--- src/rtl/tmr_wave_pkg.sv ---
package tmr_wave_pkg;

    typedef enum logic [2:0] {
        WG_NFRQ    = 3'd0,
        WG_MFRQ    = 3'd1,
        WG_NPWM    = 3'd2,
        WG_RSVD    = 3'd3,
        WG_DS_CRIT = 3'd4,
        WG_DS_BOT  = 3'd5,
        WG_DS_BOTH = 3'd6,
        WG_DS_TOP  = 3'd7
    } wg_mode_e;

    typedef enum logic {
        ST_UP   = 1'b0,
        ST_DOWN = 1'b1
    } cnt_dir_e;

endpackage

--- src/rtl/tmr_cfg_bank.sv ---
module tmr_cfg_bank #(
    parameter int NCH = 4,
    localparam int NPAIR = NCH / 2
) (
    input  logic             clk,
    input  logic             rst_n,
    input  logic             dbuf_en,
    input  logic             upd,
    input  logic             wr_en,
    input  logic [2:0]       mode_in,
    input  logic [NCH-1:0]   pol_in,
    input  logic [NPAIR-1:0] swap_in,
    input  logic [NCH-1:0]   cc_in,
    input  logic             per_in,
    output logic [2:0]       mode_q,
    output logic [NCH-1:0]   pol_q,
    output logic [NPAIR-1:0] swap_q,
    output logic [NCH-1:0]   cc_q,
    output logic             per_q
);

    logic [2:0]       mode_b;
    logic [NCH-1:0]   pol_b;
    logic [NPAIR-1:0] swap_b;
    logic [NCH-1:0]   cc_b;
    logic             per_b;

    always_ff @(posedge clk or negedge rst_n) begin
        if (!rst_n) begin
            mode_b <= '0;
            pol_b  <= '0;
            swap_b <= '0;
            cc_b   <= '0;
            per_b  <= 1'b0;
        end else if (wr_en) begin
            mode_b <= mode_in;
            pol_b  <= pol_in;
            swap_b <= swap_in;
            cc_b   <= cc_in;
            per_b  <= per_in;
        end
    end

    always_ff @(posedge clk or negedge rst_n) begin
        if (!rst_n) begin
            mode_q <= '0;
            pol_q  <= '0;
            swap_q <= '0;
            cc_q   <= '0;
            per_q  <= 1'b0;
        end else if (!dbuf_en && wr_en) begin
            mode_q <= mode_in;
            pol_q  <= pol_in;
            swap_q <= swap_in;
            cc_q   <= cc_in;
            per_q  <= per_in;
        end else if (dbuf_en && upd) begin
            mode_q <= mode_b;
            pol_q  <= pol_b;
            swap_q <= swap_b;
            cc_q   <= cc_b;
            per_q  <= per_b;
        end
    end


    buf_hold_chk: assert property (@(posedge clk) disable iff (!rst_n)
        (dbuf_en && !upd) |=> ($stable(mode_q) && $stable(pol_q) && $stable(swap_q)
                               && $stable(cc_q) && $stable(per_q)));

endmodule

--- src/rtl/tmr_cnt_core.sv ---
module tmr_cnt_core
    import tmr_wave_pkg::*;
#(
    parameter int CW = 8
) (
    input  logic          clk,
    input  logic          rst_n,
    input  logic          run_en,
    input  logic          count_down,
    input  wg_mode_e      mode,
    input  logic [CW-1:0] top,
    output logic [CW-1:0] cnt_q,
    output logic          dir_o,
    output logic          ovf_o,
    output logic          upd_o
);

    cnt_dir_e      state_q, state_d;
    logic [CW-1:0] cnt_d;
    logic          dual, at_top, at_zero;

    assign dual    = mode[2];
    assign at_top  = (state_q == ST_UP) && (cnt_q >= top);
    assign at_zero = (state_q == ST_DOWN) && (cnt_q == '0);
    assign dir_o   = (state_q == ST_DOWN);

    always_ff @(posedge clk or negedge rst_n) begin
        if (!rst_n) state_q <= ST_UP;
        else        state_q <= state_d;
    end

    always_comb begin
        state_d = state_q;
        unique case (state_q)
            ST_UP: begin
                if (!dual)                    state_d = count_down ? ST_DOWN : ST_UP;
                else if (run_en && at_top)    state_d = ST_DOWN;
            end
            ST_DOWN: begin
                if (!dual)                    state_d = count_down ? ST_DOWN : ST_UP;
                else if (run_en && at_zero)   state_d = ST_UP;
            end
        endcase
    end

    always_comb begin
        cnt_d = cnt_q;
        unique case (state_q)
            ST_UP: begin
                if (at_top) cnt_d = dual ? ((top == '0) ? '0 : top - CW'(1)) : '0;
                else        cnt_d = cnt_q + CW'(1);
            end
            ST_DOWN: begin
                if (cnt_q == '0) cnt_d = dual ? ((top == '0) ? '0 : CW'(1)) : top;
                else             cnt_d = cnt_q - CW'(1);
            end
        endcase
    end

    always_ff @(posedge clk or negedge rst_n) begin
        if (!rst_n)      cnt_q <= '0;
        else if (run_en) cnt_q <= cnt_d;
    end

    always_comb begin
        ovf_o = 1'b0;
        upd_o = 1'b0;
        if (run_en) begin
            unique case (mode)
                WG_DS_CRIT, WG_DS_BOT: begin
                    ovf_o = at_zero;
                    upd_o = at_zero;
                end
                WG_DS_BOTH: begin
                    ovf_o = at_zero || at_top;
                    upd_o = at_zero || at_top;
                end
                WG_DS_TOP: begin
                    ovf_o = at_top;
                    upd_o = at_zero;
                end
                default: begin
                    ovf_o = at_top || at_zero;
                    upd_o = at_top || at_zero;
                end
            endcase
        end
    end


    halt_hold_chk: assert property (@(posedge clk) disable iff (!rst_n)
        !run_en |=> $stable(cnt_q));


    idle_quiet_chk: assert property (@(posedge clk) disable iff (!rst_n)
        !run_en |-> (!ovf_o && !upd_o));


    wrap_zero_chk: assert property (@(posedge clk) disable iff (!rst_n)
        (run_en && !dual && !dir_o && cnt_q >= top) |=> (cnt_q == '0));


    ds_turn_chk: assert property (@(posedge clk) disable iff (!rst_n)
        (run_en && dual && !dir_o && cnt_q == top && top != '0) |=> dir_o);


    ds_bot_ovf_chk: assert property (@(posedge clk) disable iff (!rst_n)
        (ovf_o && (mode == WG_DS_CRIT || mode == WG_DS_BOT)) |-> (cnt_q == '0 && dir_o));

endmodule

--- src/rtl/tmr_wave_ch.sv ---
module tmr_wave_ch
    import tmr_wave_pkg::*;
(
    input  logic     clk,
    input  logic     rst_n,
    input  logic     match,
    input  logic     upd,
    input  logic     dir,
    input  wg_mode_e mode,
    output logic     wave_q
);

    logic wave_d;

    always_comb begin
        wave_d = wave_q;
        unique case (mode)
            WG_NFRQ, WG_MFRQ, WG_RSVD: begin
                if (match) wave_d = !wave_q;
            end
            WG_NPWM: begin
                if (upd)        wave_d = 1'b0;
                else if (match) wave_d = 1'b1;
            end
            WG_DS_CRIT, WG_DS_BOT, WG_DS_BOTH, WG_DS_TOP: begin
                if (match) wave_d = !dir;
            end
        endcase
    end

    always_ff @(posedge clk or negedge rst_n) begin
        if (!rst_n) wave_q <= 1'b0;
        else        wave_q <= wave_d;
    end


    freq_toggle_chk: assert property (@(posedge clk) disable iff (!rst_n)
        (match && (mode == WG_NFRQ || mode == WG_MFRQ)) |=> (wave_q != $past(wave_q)));


    pwm_clear_chk: assert property (@(posedge clk) disable iff (!rst_n)
        (upd && mode == WG_NPWM) |=> !wave_q);


    ds_follow_chk: assert property (@(posedge clk) disable iff (!rst_n)
        (match && mode[2]) |=> (wave_q == !$past(dir)));

endmodule

--- src/rtl/tmr_wave_unit.sv ---
module tmr_wave_unit
    import tmr_wave_pkg::*;
#(
    parameter int CW  = 8,
    parameter int NCH = 4,
    localparam int NPAIR = NCH / 2
) (
    input  logic               clk,
    input  logic               rst_n,
    input  logic               run_en,
    input  logic               dbuf_en,
    input  logic               count_down,
    input  logic               cfg_we,
    input  logic [2:0]         cfg_mode,
    input  logic [NCH-1:0]     cfg_pol,
    input  logic [NPAIR-1:0]   cfg_swap,
    input  logic [NCH-1:0]     cfg_circ_cc,
    input  logic               cfg_circ_per,
    input  logic [CW-1:0]      period,
    input  logic [NCH*CW-1:0]  cmp,
    output logic [NCH-1:0]     wave_out,
    output logic               ovf_o,
    output logic               dir_o,
    output logic [CW-1:0]      count_o,
    output logic [NCH-1:0]     circ_cc_o,
    output logic               circ_per_o
);

    logic [2:0]       mode_q;
    logic [NCH-1:0]   pol_q;
    logic [NPAIR-1:0] swap_q;
    logic             upd;
    wg_mode_e         mode_eff;
    logic [CW-1:0]    top;
    logic [NCH-1:0]   wave;
    logic [NCH-1:0]   pol_w;

    tmr_cfg_bank #(.NCH(NCH)) u_cfg (
        .clk     (clk),
        .rst_n   (rst_n),
        .dbuf_en (dbuf_en),
        .upd     (upd),
        .wr_en   (cfg_we),
        .mode_in (cfg_mode),
        .pol_in  (cfg_pol),
        .swap_in (cfg_swap),
        .cc_in   (cfg_circ_cc),
        .per_in  (cfg_circ_per),
        .mode_q  (mode_q),
        .pol_q   (pol_q),
        .swap_q  (swap_q),
        .cc_q    (circ_cc_o),
        .per_q   (circ_per_o)
    );

    assign mode_eff = (mode_q == 3'd3) ? WG_NFRQ : wg_mode_e'(mode_q);
    assign top      = (mode_eff == WG_MFRQ) ? cmp[CW-1:0] : period;

    tmr_cnt_core #(.CW(CW)) u_cnt (
        .clk        (clk),
        .rst_n      (rst_n),
        .run_en     (run_en),
        .count_down (count_down),
        .mode       (mode_eff),
        .top        (top),
        .cnt_q      (count_o),
        .dir_o      (dir_o),
        .ovf_o      (ovf_o),
        .upd_o      (upd)
    );

    for (genvar i = 0; i < NCH; i++) begin : g_ch
        logic hit;
        assign hit = run_en && (count_o == cmp[i*CW +: CW]);
        tmr_wave_ch u_ch (
            .clk    (clk),
            .rst_n  (rst_n),
            .match  (hit),
            .upd    (upd),
            .dir    (dir_o),
            .mode   (mode_eff),
            .wave_q (wave[i])
        );
    end

    assign pol_w = wave ^ pol_q;

    for (genvar k = 0; k < NPAIR; k++) begin : g_pair
        assign wave_out[2*k]   = swap_q[k] ? pol_w[2*k+1] : pol_w[2*k];
        assign wave_out[2*k+1] = swap_q[k] ? pol_w[2*k]   : pol_w[2*k+1];
    end

    if (NCH % 2 != 0) begin : g_odd
        assign wave_out[NCH-1] = pol_w[NCH-1];
    end

endmodule

--- config.mk ---
export PLATFORM = sky130hd
export DESIGN_NAME = tmr_wave_unit
export DESIGN_NICKNAME = d
export VERILOG_FILES = /design/src/rtl/tmr_wave_pkg.sv /design/src/rtl/tmr_cfg_bank.sv /design/src/rtl/tmr_cnt_core.sv /design/src/rtl/tmr_wave_ch.sv /design/src/rtl/tmr_wave_unit.sv
export SDC_FILE = /design/constraint.sdc
export NUM_CORES = 1
export LEC_CHECK = 0
export ABC_AREA = 1
export BUFFER_PORTS_ARGS = -buffer_cell sky130_fd_sc_hd__buf_4
export CELL_PAD_IN_SITES_DETAIL_PLACEMENT = 0
export CELL_PAD_IN_SITES_GLOBAL_PLACEMENT = 1
export CORE_UTILIZATION = 43
export CTS_BUF_LIST = sky130_fd_sc_hd__clkbuf_8
export DETAILED_ROUTE_END_ITERATION = 10
export GPL_TIMING_DRIVEN = 0
export PLACE_DENSITY_LB_ADDON = 0.1
export SETUP_SLACK_MARGIN = 0.5
export SYNTH_ARGS = -nofsm -noshare
export SYNTH_HDL_FRONTEND = slang
export SYNTH_HIERARCHICAL = 1
export SYNTH_SLANG_ARGS = --single-unit
--- constraint.sdc ---
create_clock -name clk -period 9.2 [get_ports clk]
set_clock_uncertainty 0.1 [all_clocks]
set_input_delay 1.84 -clock clk [delete_from_list [all_inputs] [get_ports clk]]
set_output_delay 1.84 -clock clk [all_outputs]
set_load 0.03 [all_outputs]
# Word level (Yosys, flattened, before mapping)
# Index checks and enable logic that the tools add are counted.
# W data, S select, Z words.
[classes]
addsub = 3
multipliers = 0
n_div = 0
magnitude_cmp = 1
eq_ne = 24
n_shift = 0
mux = 53
n_bitwise = 2
n_reduce_logical = 29
[ops]
columns = ["operator", "n"]
rows = [
  ["$mux W8", 6],
  ["$eq A8 B8 Y1", 4],
  ["$mux W1", 31],
  ["$logic_not A8 Y1", 2],
  ["$mux W4", 4],
  ["$ne A2 B2 Y1 const B", 8],
  ["$pmux W8 S2", 1],
  ["$sub A8 B1 Y8 const B", 2],
  ["$eq A3 B3 Y1 const B", 4],
  ["$ne A3 B3 Y1 const B", 4],
  ["$pmux W1 S3", 4],
  ["$reduce_and A3 Y1", 4],
  ["$logic_and A1 B1 Y1", 10],
  ["$eq A3 B2 Y1 const B", 3],
  ["$mux W3", 3],
  ["$add A8 B1 Y8 const B", 1],
  ["$ge A8 B8 Y1", 1],
  ["$logic_not A1 Y1", 6],
  ["$reduce_or A3 Y1", 2],
  ["$mux W2", 2],
  ["$pmux W1 S2", 2],
  ["$reduce_or A4 Y1", 1],
  ["$xor A4 B4 Y4", 1],
  ["$eq A3 B1 Y1 const B", 1],
  ["other kinds (5)", 5],
]
[totals]
register_bits = 41
latch_bits = 0
ramBits = 0
mem_bits_ro = 0
input_bits = 60
output_inout_bits = 19
word_cells = 128
memories = 0

# Longest topological paths before layout
# Gate-level depths: netlist of the first run.
[logic_depth]
depth_word = 12
depth_mapped = 22
ltp_nobuf = 21

# Hierarchy
# Netlist of the first run, hierarchy kept.
[by_module_without_submodules]
columns = ["module", "instances", "cells_per_inst", "area_each_um2", "seq_area_each_um2"]
rows = [
  ["tmr_cnt_core", 1, 250, 1560.2, 225.2],
  ["tmr_cfg_bank", 1, 167, 1335.0, 700.7],
  ["tmr_wave_unit", 1, 170, 754.5, 0.0],
  ["tmr_wave_ch", 4, 17, 95.1, 25.0],
]

# Worst setup path before layout of the first run
# OpenSTA, ideal clock, no wires.
[synth_timing]
kind = "in2out"
startpoint = "input port cmp[3]"
endpoint = "output port ovf_o"
t_arrival_ns = 3.643
t_required_ns = 7.260
path_slack_ns = 3.617
stages = 12
n_path_buf = 0
cell_sequence = "inv_1 > o21ai_1 > inv_1 > ha_1 > nand2_1 > inv_1 > nand4_1 > nand3_4 > nand2_1 > nand3_1 > nand2_1 > nor2_1"
[synth_via]
elab_chain_cells = 6
[synth_lines]
columns = ["element", "line", "text"]
rows = [
  ["start, declared", "tmr_wave_unit.sv:20", "input logic [NCH*CW-1:0] cmp,"],
  ["$mux W8 *", "tmr_wave_unit.sv:57", "assign top = (mode_eff == WG_MFRQ) ? cmp[CW-1:0] : period;"],
  ["named net top[3]", "tmr_wave_unit.sv:34", "logic [CW-1:0] top;"],
  ["$ge A8 B8 Y1 *", "tmr_cnt_core.sv:23", "assign at_top = (state_q == ST_UP) && (cnt_q >= top);"],
  ["$logic_and A1 B1 Y1 *", "tmr_cnt_core.sv:23", ""],
  ["$logic_or A1 B1 Y1", "tmr_cnt_core.sv:75, tmr_cnt_core.sv:83", ""],
  ["$pmux W1 S2 *", "tmr_cnt_core.sv:69", "unique case (mode)"],
  ["$mux W1 *", "tmr_cnt_core.sv:68", "if (run_en) begin"],
  ["end, declared", "tmr_wave_unit.sv:22", "output logic ovf_o,"],
]
# The timed path passes the listed nets; every way through them passes the cells marked *.

# Worst setup path after layout of the first run
[layout_timing]
startpoint = "input port cmp[2]"
endpoint = "output port ovf_o"
# Same word-level chain as after synthesis.

==> results.md, run 1 <==
Route:
- In the routed layout, each cell is associated on average with a via count of 4.85.
- The final layout contains routed wiring with a total length of 11.0 mm.
- The first detailed-routing pass took 4 iterations.
- The number of nets with antenna violations after routing is 0.
- The average wire per cell in the routed design is 12.9 µm.
- The first-iteration detailed-routing DRC count is 127.
- The remaining design rule violation count is 0.
- The total number of vias is 4,109.

GRT:
- Entering global routing, the biggest net connects 42 pins.
- The combined global-route utilization of all metal layers is 23.6%.
- The via count of the first global-routing pass is 3,891.
- The initial antenna violation count is 0.
- For this run the aggregate overflow at the end of global routing stands at 0.
- The global-route wire length before repair is 18.5 mm.

Worst setup path:
- Data on the critical path is required at its endpoint by 7.26 ns.
- The worst setup path is captured at an output pin.
- The maximum net fanout on the critical path is 10.
- The worst setup path is launched from an input pin.
- The data arrival at the endpoint of the critical path is 4.00 ns.
- The setup path with the least slack is of type input pin to output pin.

Logic synthesis:
- The cell count after synthesis is 655.
- Ranked by total cell area, the synthesized netlist is headed by dfrtp_1 25%, nand2_1 20%, inv_1 9.8%.
- During synthesis, Yosys emitted a total of 6 warnings.
- The total of flip-flops plus latches after synthesis is 41.
- Averaged over all synthesized cells, the footprint is 6.15 µm².
- The top cell type's share of synthesized area is 25.5%.
- For this run, the register share of the synthesized area comes to 25.5%.
- The post-synthesis cell type count is 36.
- The number of nets produced by synthesis is 728.
- The library cell with the largest summed area after synthesis is dfrtp_1.
- After synthesis the cells add up to 4030 µm².

Layout:
- The end-of-flow core utilization is 54.7%.
- The final layout contains 812 nets.
- Leaving out fill and tap cells, the most frequent cells in the layout are 213 x nand2_1, 106 x inv_1, 80 x buf_4, 62 x nor2_1, 47 x nand3_1.
- The antenna cell count is 0.
- Relative to the synthesized area, the layout overhead comes to 20.6%.
- Leaving out fill and tap cells, the most frequent cell in the layout is nand2_1.
- Counting the fill cells in the layout gives 931.
- In the final layout, the share of cells above drive strength 1 is 21.8%.
- Summing all non-filler instances in the final layout gives an area of 4860 µm².

Clocking:
- The number of buffers added by the clock tree synthesis step is 5.
- Buffers added to address setup during post-CTS repair amount to 0.
- The source-to-sink clock delay at the later pin of the worst-skew pair is 0.29 ns.
- No sink is reached through more buffers than the 2 on the longest clock path.
- After clock tree synthesis, the clock-pin slew on the worst setup and hold paths is 0.08 ns.
- TritonCTS built the clock tree.
- The H-tree depth is 2.
- Once the clock tree was built, the resizer swapped 0 gates to a different size.
- Clock tree synthesis selected as its root buffer the cell clkbuf_8.
- Hold repair after CTS inserted 0 buffers.
- The clock net in this run drives a total of 41 sinks.

STA:
- The final number of max-transition violations is 0.
- The worst path in the final design needs a cycle of 5.94 ns, including I/O delays and setup.
- Setup violations remaining at the end of the flow were counted as 0.
- Setup repair after global routing left no endpoint under its margin.
- Based on the critical path, the design can be clocked at up to 168 MHz.
- The normalized max-slew margin is 20.3%.
- The final critical-path share of the clock period is 64.6%.
- The count of endpoints failing hold in the final timing report is 0.
- The setup TNS after final layout is 0 ns.
- The actual transition at the worst max-transition pin is 1.18 ns.

Power:
- The share of total power dissipated in the clock network is 10.8%.
- The portion of total power attributed to sequential cells is 24.2%.
- For this design the static power due to leakage is 0.00273 µW.
- Of the total power, the share spent switching nets is 53.0%.
- The total power consumption of the routed design is 1390 µW.
- The maximum vdd drop is 0.154 mV.
- The areal power density over the cells is 287 nW/µm².
- The net load switching power is 739 µW.
- Combinational logic is responsible for 65.0% of the overall power.
- The internal power of the cells totals 655 µW.

Worst hold path:
- The classification of the worst-slack hold path is flop to flop.

Floorplanning:
- The I/O pin total is 79.
- The die height is 98.8 µm.
- The number of rows in the core area is 34.
- The starting density of the core is 45.3%.
- The floorplan core area is 8890 µm².
- The die is 98.8 µm wide.
- The die covers 9760 µm².

Place:
- The wire-length estimate of the detail-placed layout is 8.55 mm.
- After detailed placement, the total cell area comes to 4740 µm².
- The count of input and output buffers is 77.
- The final estimated routing congestion in global placement is 0.872.

Flow run:
- Across the run, the number of max-cap violations was 0.

Outcome:
- The run finished with clean final reports.
-- per-stage QoR --
stage	hold WS (ns)	worst slack [ns]	cells
floorplan	0.370	3.62	655
global placement	0.369	3.30	840
detailed placement	0.369	3.26	840
CTS	0.390	3.26	848
global route	0.428	3.02	848
finish	0.382	3.26	848
-- logic make-up after synthesis --
family / share of synthesized area (%)
xor gates and xnor gates: 4.13
buffers and inverters: 14.1
adders and majority gates: 4.04
DFF: 25.5
and+or+nand+nor: 42.2
AOI/OAI and AO/OA: 10.1
-- path summary, 6_finish.rpt --
| path | from | to | slack, ns | cells past startpoint |
|---|---|---|---|---|
| setup / recovery | cmp[2] | ovf_o | 3.26 | 14 |
| hold / removal | u_cfg/cc_q[3] | u_cfg/cc_q[3] | 0.38 | 2 |
| setup reg to reg | u_cfg/mode_q[2] | u_cfg/swap_q[0] | 5.34 | 20 |
| hold reg to reg | u_cfg/cc_q[3] | u_cfg/cc_q[3] | 0.38 | 2 |
| max in group asynchronous | rst_n | u_cfg/cc_q[2] | 7.20 | 1 |
| min in group asynchronous | rst_n | g_ch[3].u_ch/wave_q | 1.42 | 1 |
-- worst max-delay path, cell delays in order --
cell and delay [ns]:
buf_4 0.08, inv_1 0.05, o21ai_1 0.50, inv_1 0.10, ha_1 0.29, nand2_1 0.05, inv_1 0.10, nand4_1 0.16
nand3_4 0.19, nand2_1 0.11, nand3_1 0.08, nand2_1 0.08, nor2_1 0.17, buf_4 0.19
-- per-layer routing --
| metal | wire length [µm] | track usage (%) |
|---|---|---|
| met2 | 5050 | 39.0 |
| met1 | 5330 | 33.2 |
| met3 | 517 | 3.40 |
| met4 | 59 | 3.79 |
| met5 | 0 | 0 |
-- cell type report --
type	count	area, µm²	area share (%)
buffer	16	113	2.32
tap	108	135	2.78
multi-input combinational	478	2440	50.1
clock inverter	2	33.8	0.695
clock buffer	6	82.6	1.70
sequential	41	1030	21.1
timing repair buffer	77	578	11.9
inverter	120	455	9.37
-- power by group through the flow --
| stage | Combinational (µW) | Sequential, µW | Clock (µW) |
|---|---|---|---|
| floorplan | 628 | 358 | 0 |
| global placement | 892 | 340 | 0 |
| detailed placement | 903 | 342 | 0 |
| CTS | 907 | 338 | 156 |
| global route | 1020 | 346 | 162 |
| finish | 906 | 337 | 151 |
-- Yosys cell counts (all sizes together) --
cell    instances
dfrtp          41
inv           120
o21ai          48
nand2         229
xnor2          14
nor2           80
a21oi          20
ha             13
a21o            1
clkbuf          2
nand3b          2
or2             4
buf            14
nand4           8
o211ai          1
xor2            5
nor3            2
a21boi          1
nand3          50
-- sequential cells by signal, indices dropped and copies added, names as in the netlist, 3 cells and up --
register	flops
u_cfg/cc_q	4
u_cfg/mode_q	3
u_cfg/cc_b	4
u_cfg/mode_b	3
u_cfg/pol_q	4
u_cfg/pol_b	4
g_ch.u_ch/wave_q	4
u_cnt/cnt_q	8
No activity file was read; power rests on OpenSTA's default activity.
==> inputs of run 2 (changes only) <==
--- a/config.mk
+++ b/config.mk
@@ -5,11 +5,11 @@
 export SDC_FILE = /design/constraint.sdc
 export NUM_CORES = 1
 export LEC_CHECK = 0
-export ABC_AREA = 1
+export ABC_AREA = 0
 export BUFFER_PORTS_ARGS = -buffer_cell sky130_fd_sc_hd__buf_4
 export CELL_PAD_IN_SITES_DETAIL_PLACEMENT = 0
 export CELL_PAD_IN_SITES_GLOBAL_PLACEMENT = 1
-export CORE_UTILIZATION = 43
+export CORE_UTILIZATION = 44
 export CTS_BUF_LIST = sky130_fd_sc_hd__clkbuf_8
 export DETAILED_ROUTE_END_ITERATION = 10
 export GPL_TIMING_DRIVEN = 0
==> constraint.sdc (replaced) <==
create_clock -name clk -period 6.12 [get_ports clk]
set_clock_uncertainty 0.1 [all_clocks]
set_input_delay 1.224 -clock clk [delete_from_list [all_inputs] [get_ports clk]]
set_output_delay 1.224 -clock clk [all_outputs]
set_load 0.03 [all_outputs]
==> run 2 against run 1 <==
  * Total power rose by 46%
  * Synthesized area fell by 8.6%
  * First-iteration DRC count fell by 7.1%
  * Largest power group unchanged
  * Via count fell by 24%
==> results.md, run 2 <==
Outcome:
- Result of the run: finished, final reports clean (unchanged).

STA:
- For this run, the top clock speed supported by timing is 193 MHz.
- The actual transition at the worst max-transition pin is 0.805 ns (was 1.18 ns).
- The normalized max-slew margin is 45.8% (was 20.3%).
- The setup TNS after final layout is 0 ns (unchanged).
- The final critical-path share of the clock period is 84.6%.
- The count of endpoints failing hold in the final timing report was 0 (unchanged).
- The shortest period the worst path allows is 5.18 ns.
- The final number of max-transition violations is 0 (unchanged).
- Setup repair after global routing missed its margin: no (unchanged).
- The post-route worst setup slack came to 0.940 ns (was 3.26 ns).
- The final hold slack is 0.411 ns (was 0.382 ns).
- The number of setup violations in the final report is 0 (unchanged).

Clocking:
- The library cell used as clock root buffer was clkbuf_8 (unchanged).
- The number of sinks driven by the clock tree is 41 (unchanged).
- The total of cells resized after clock tree synthesis was 0 (unchanged).
- The maximum clock insertion buffer count is 2 (unchanged).
- The TritonCTS clock tree was yes (unchanged).
- The post-CTS clock slew at the launch and capture registers of the worst setup and hold paths is 0.08 ns (about the same).
- The source-to-sink clock delay at the later pin of the worst-skew pair is 0.30 ns (was 0.29 ns).
- The number of buffers inserted for hold repair after clock tree synthesis came to 0 (unchanged).
- The H-tree depth came to 2 (unchanged).
- The number of buffers added by the clock tree synthesis step came to 5 (unchanged).
- The buffer count from post-CTS setup fixing was 0 (unchanged).

Worst setup path:
- The beginning of the critical path is cmp[2] (unchanged).
- The end of the critical path is ovf_o (unchanged).
- The worst endpoint required time is 4.80 ns (was 7.26 ns).
- The maximum net fanout on the critical path is 9 (was 10).
- The startpoint of the worst-slack reg-to-reg timing path is u_cfg/mode_q[2] (unchanged).
- The register-to-register setup slack is 1.99 ns (was 5.34 ns).
- The start-to-end type of the worst setup path is input pin to output pin (unchanged).
- The endpoint of the worst-slack reg-to-reg timing path is u_cfg/pol_q[2] (was u_cfg/swap_q[0]).
- The data arrival at the endpoint of the critical path was 3.86 ns (was 4.00 ns).
- The launching element type of the critical path is an input pin (unchanged).
- The logic depth of the worst register-to-register path is 17 (was 20).
- The endpoint kind of the worst setup timing path was an output pin (unchanged).

Worst hold path:
- The classification of the worst-slack hold path is flop to flop (unchanged).
- The hold path depth is 1 (was 2).

Power:
- The areal power density over the cells was 454 nW/µm² (was 287 nW/µm²).
- The leakage power summed over all cells was 0.00199 µW (was 0.00273 µW).
- The maximum vdd drop was 0.302 mV (was 0.154 mV).

Logic synthesis:
- The library cell with the largest summed area after synthesis is dfrtp_1 (unchanged).
- The cell with the most instances after synthesis is mux2i_1 (was nand2_1).
- The cell count after synthesis is 377 (was 655).
- The share of async-settable or async-resettable flops after synthesis is 100% (unchanged).
- The number of warnings issued by yosys is 6 (unchanged).
- Cell types with the highest counts after synthesis: 42 x mux2i_1, 41 x dfrtp_1, 41 x xnor2_1 (was 213 x nand2_1, 105 x inv_1, 62 x nor2_1).
- The total of flip-flops plus latches after synthesis is 41 (unchanged).
- The number of nets produced by synthesis is 450 (was 728).
- The average footprint of a synthesized cell is 9.77 µm² (was 6.15 µm²).
- The fraction of the yosys area taken by sequential cells is 27.9% (was 25.5%).
- The post-synth design cell area is 3680 µm² (was 4030 µm²).
- The post-synthesis cell type count is 65 (was 36).
- The most common flop cell mapped by yosys is dfrtp_1 (unchanged).
- The count of flip-flops with a built-in enable after synthesis is 0 (unchanged).
- The top cell type's share of synthesized area came to 27.9% (was 25.5%).
- Cell types with the largest area share after synthesis: dfrtp_1 28%, mux2i_1 11%, xnor2_1 9.7% (was dfrtp_1 25%, nand2_1 20%, inv_1 9.8%).

GRT:
- The total overflow reported by the global router is 0 (unchanged).
- The via count of the first global-routing pass is 3,104 (was 3,891).
- The initial antenna violation count is 0 (unchanged).
- The global-route wire length before repair came to 15.7 mm (was 18.5 mm).
- The combined global-route utilization of all metal layers is 23.1% (was 23.6%).
- The largest net degree at the start of global routing is 42 (unchanged).

Layout:
- The number of flip-flops under the largest register name came to 8 (unchanged).
- The end-of-flow core utilization is 54.8% (was 54.7%).
- The antenna cell count is 0 (unchanged).
- The most common cell after layout, fill and taps aside is buf_4 (was nand2_1).
- The final net count is 533 (was 812).
- The post-synthesis to final-layout area growth came to 21.7% (was 20.6%).
- The share of post-route cells with drive strength above 1 is 31.7% (was 21.8%).
- The layout filler cell count is 784 (was 931).
- The cell area after layout is 4480 µm² (was 4860 µm²).
- Highest-count cells in the layout ignoring fill and taps: 78 x buf_4, 42 x mux2i_1, 41 x xnor2_1, 41 x dfrtp_1, 22 x nor2_1 (was 213 x nand2_1, 106 x inv_1, 80 x buf_4, 62 x nor2_1, 47 x nand3_1).
- The largest register by flop count is u_cnt/cnt_q (unchanged).

Route:
- The routed wire length is 9.66 mm (was 11.0 mm).
- The remaining design rule violation count came to 0 (unchanged).
- The number of vias per cell was 5.51 (was 4.85).
- The average wire per cell in the routed design is 17.1 µm (was 12.9 µm).
- The first-pass iteration count of the detailed router was 4 (unchanged).
- The number of nets with antenna violations after routing came to 0 (unchanged).
- The first-iteration detailed-routing DRC count was 118 (was 127).
- The total number of vias came to 3,119 (was 4,109).

Floorplanning:
- The die outline area was 8740 µm² (was 9760 µm²).
- The starting density of the core is 45.1% (was 45.3%).
- The number of rows in the core area was 33 (was 34).
- The floorplan core area is 8180 µm² (was 8890 µm²).
- The I/O pin total is 79 (unchanged).
- The die height is 93.5 µm (was 98.8 µm).
- The die outline width is 93.5 µm (was 98.8 µm).

Flow run:
- The reported max-cap violation count is 0 (unchanged).

Place:
- The worst setup slack before clock tree synthesis was 0.975 ns (was 3.26 ns).
- The post-placement cell area is 4390 µm² (was 4740 µm²).
- The detailed placement HPWL is 7.40 mm (was 8.55 mm).
- The count of input and output buffers is 76 (was 77).
- The final estimated routing congestion in global placement is 0.900 (was 0.872).
## run 2: worst min-delay path by stage
| stage | startpoint | endpoint | slack, ns |
|---|---|---|---|
| CTS | u_cfg/pol_b[1] | u_cfg/pol_b[1] | 0.42 |
| global placement | u_cfg/pol_b[3] | u_cfg/pol_b[3] | 0.39 |
| finish | u_cfg/cc_b[2] | u_cfg/cc_b[2] | 0.41 |
| floorplan | u_cfg/cc_b[0] | u_cfg/cc_b[0] | 0.38 |
| detailed placement | u_cfg/cc_b[2] | u_cfg/cc_b[2] | 0.40 |
| global route | u_cfg/cc_b[0] | u_cfg/cc_b[0] | 0.43 |
## run 2: logic make-up after synthesis
family	synth area share, %
compound gates	15.1
xor+xnor	10.2
fa+ha+maj	4.42
buf+inv	6.83
flops	27.9
mux	19.8
simple gates	15.8
## run 2: routing by layer
metal | part of all wire, % | global-route usage (%) | wire, µm | vias to the layer above
met5 | 0 | 0 | 0 | -
met4 | 0.77 | 5.51 | 74 | 0
met3 | 4.0 | 3.01 | 389 | 9
met2 | 49 | 38.1 | 4700 | 69
met1 | 47 | 32.1 | 4500 | 1517
li1 | - | - | - | 1524
## run 2: through the flow
step,total power [µW],instances
after floorplan,1460,377
after global placement,1830,558
after detailed placement,1840,558
after CTS,2050,566
after global routing,2190,566
final,2030,566
## run 2: critical path: stages
cell and delay, ns:
buf_4 0.09, mux2_2 0.13, clkbuf_1 0.39, inv_1 0.17
ha_1 0.31, o21a_1 0.11, nor2_1 0.05, o41ai_4 0.60
nand2b_1 0.09, buf_2 0.20, o21ai_1 0.10, o311a_1 0.22
buf_4 0.17
## run 2: cell type report
type | instances | area, µm² | area share, %
multi-input combinational | 291 | 2410 | 53.7
sequential | 41 | 1030 | 22.9
timing repair buffer | 76 | 571 | 12.7
buffer | 27 | 184 | 4.10
tap | 105 | 131 | 2.93
clock buffer | 6 | 82.6 | 1.84
inverter | 18 | 67.6 | 1.51
clock inverter | 2 | 13.8 | 0.307
## run 2: report_power, final
group	switching, µW	total [µW]	leakage [µW]	internal [µW]
Combinational	751	1340	0.00145	587
Sequential	145	505	0.000486	359
Clock	100	192	0.0000512	91.5
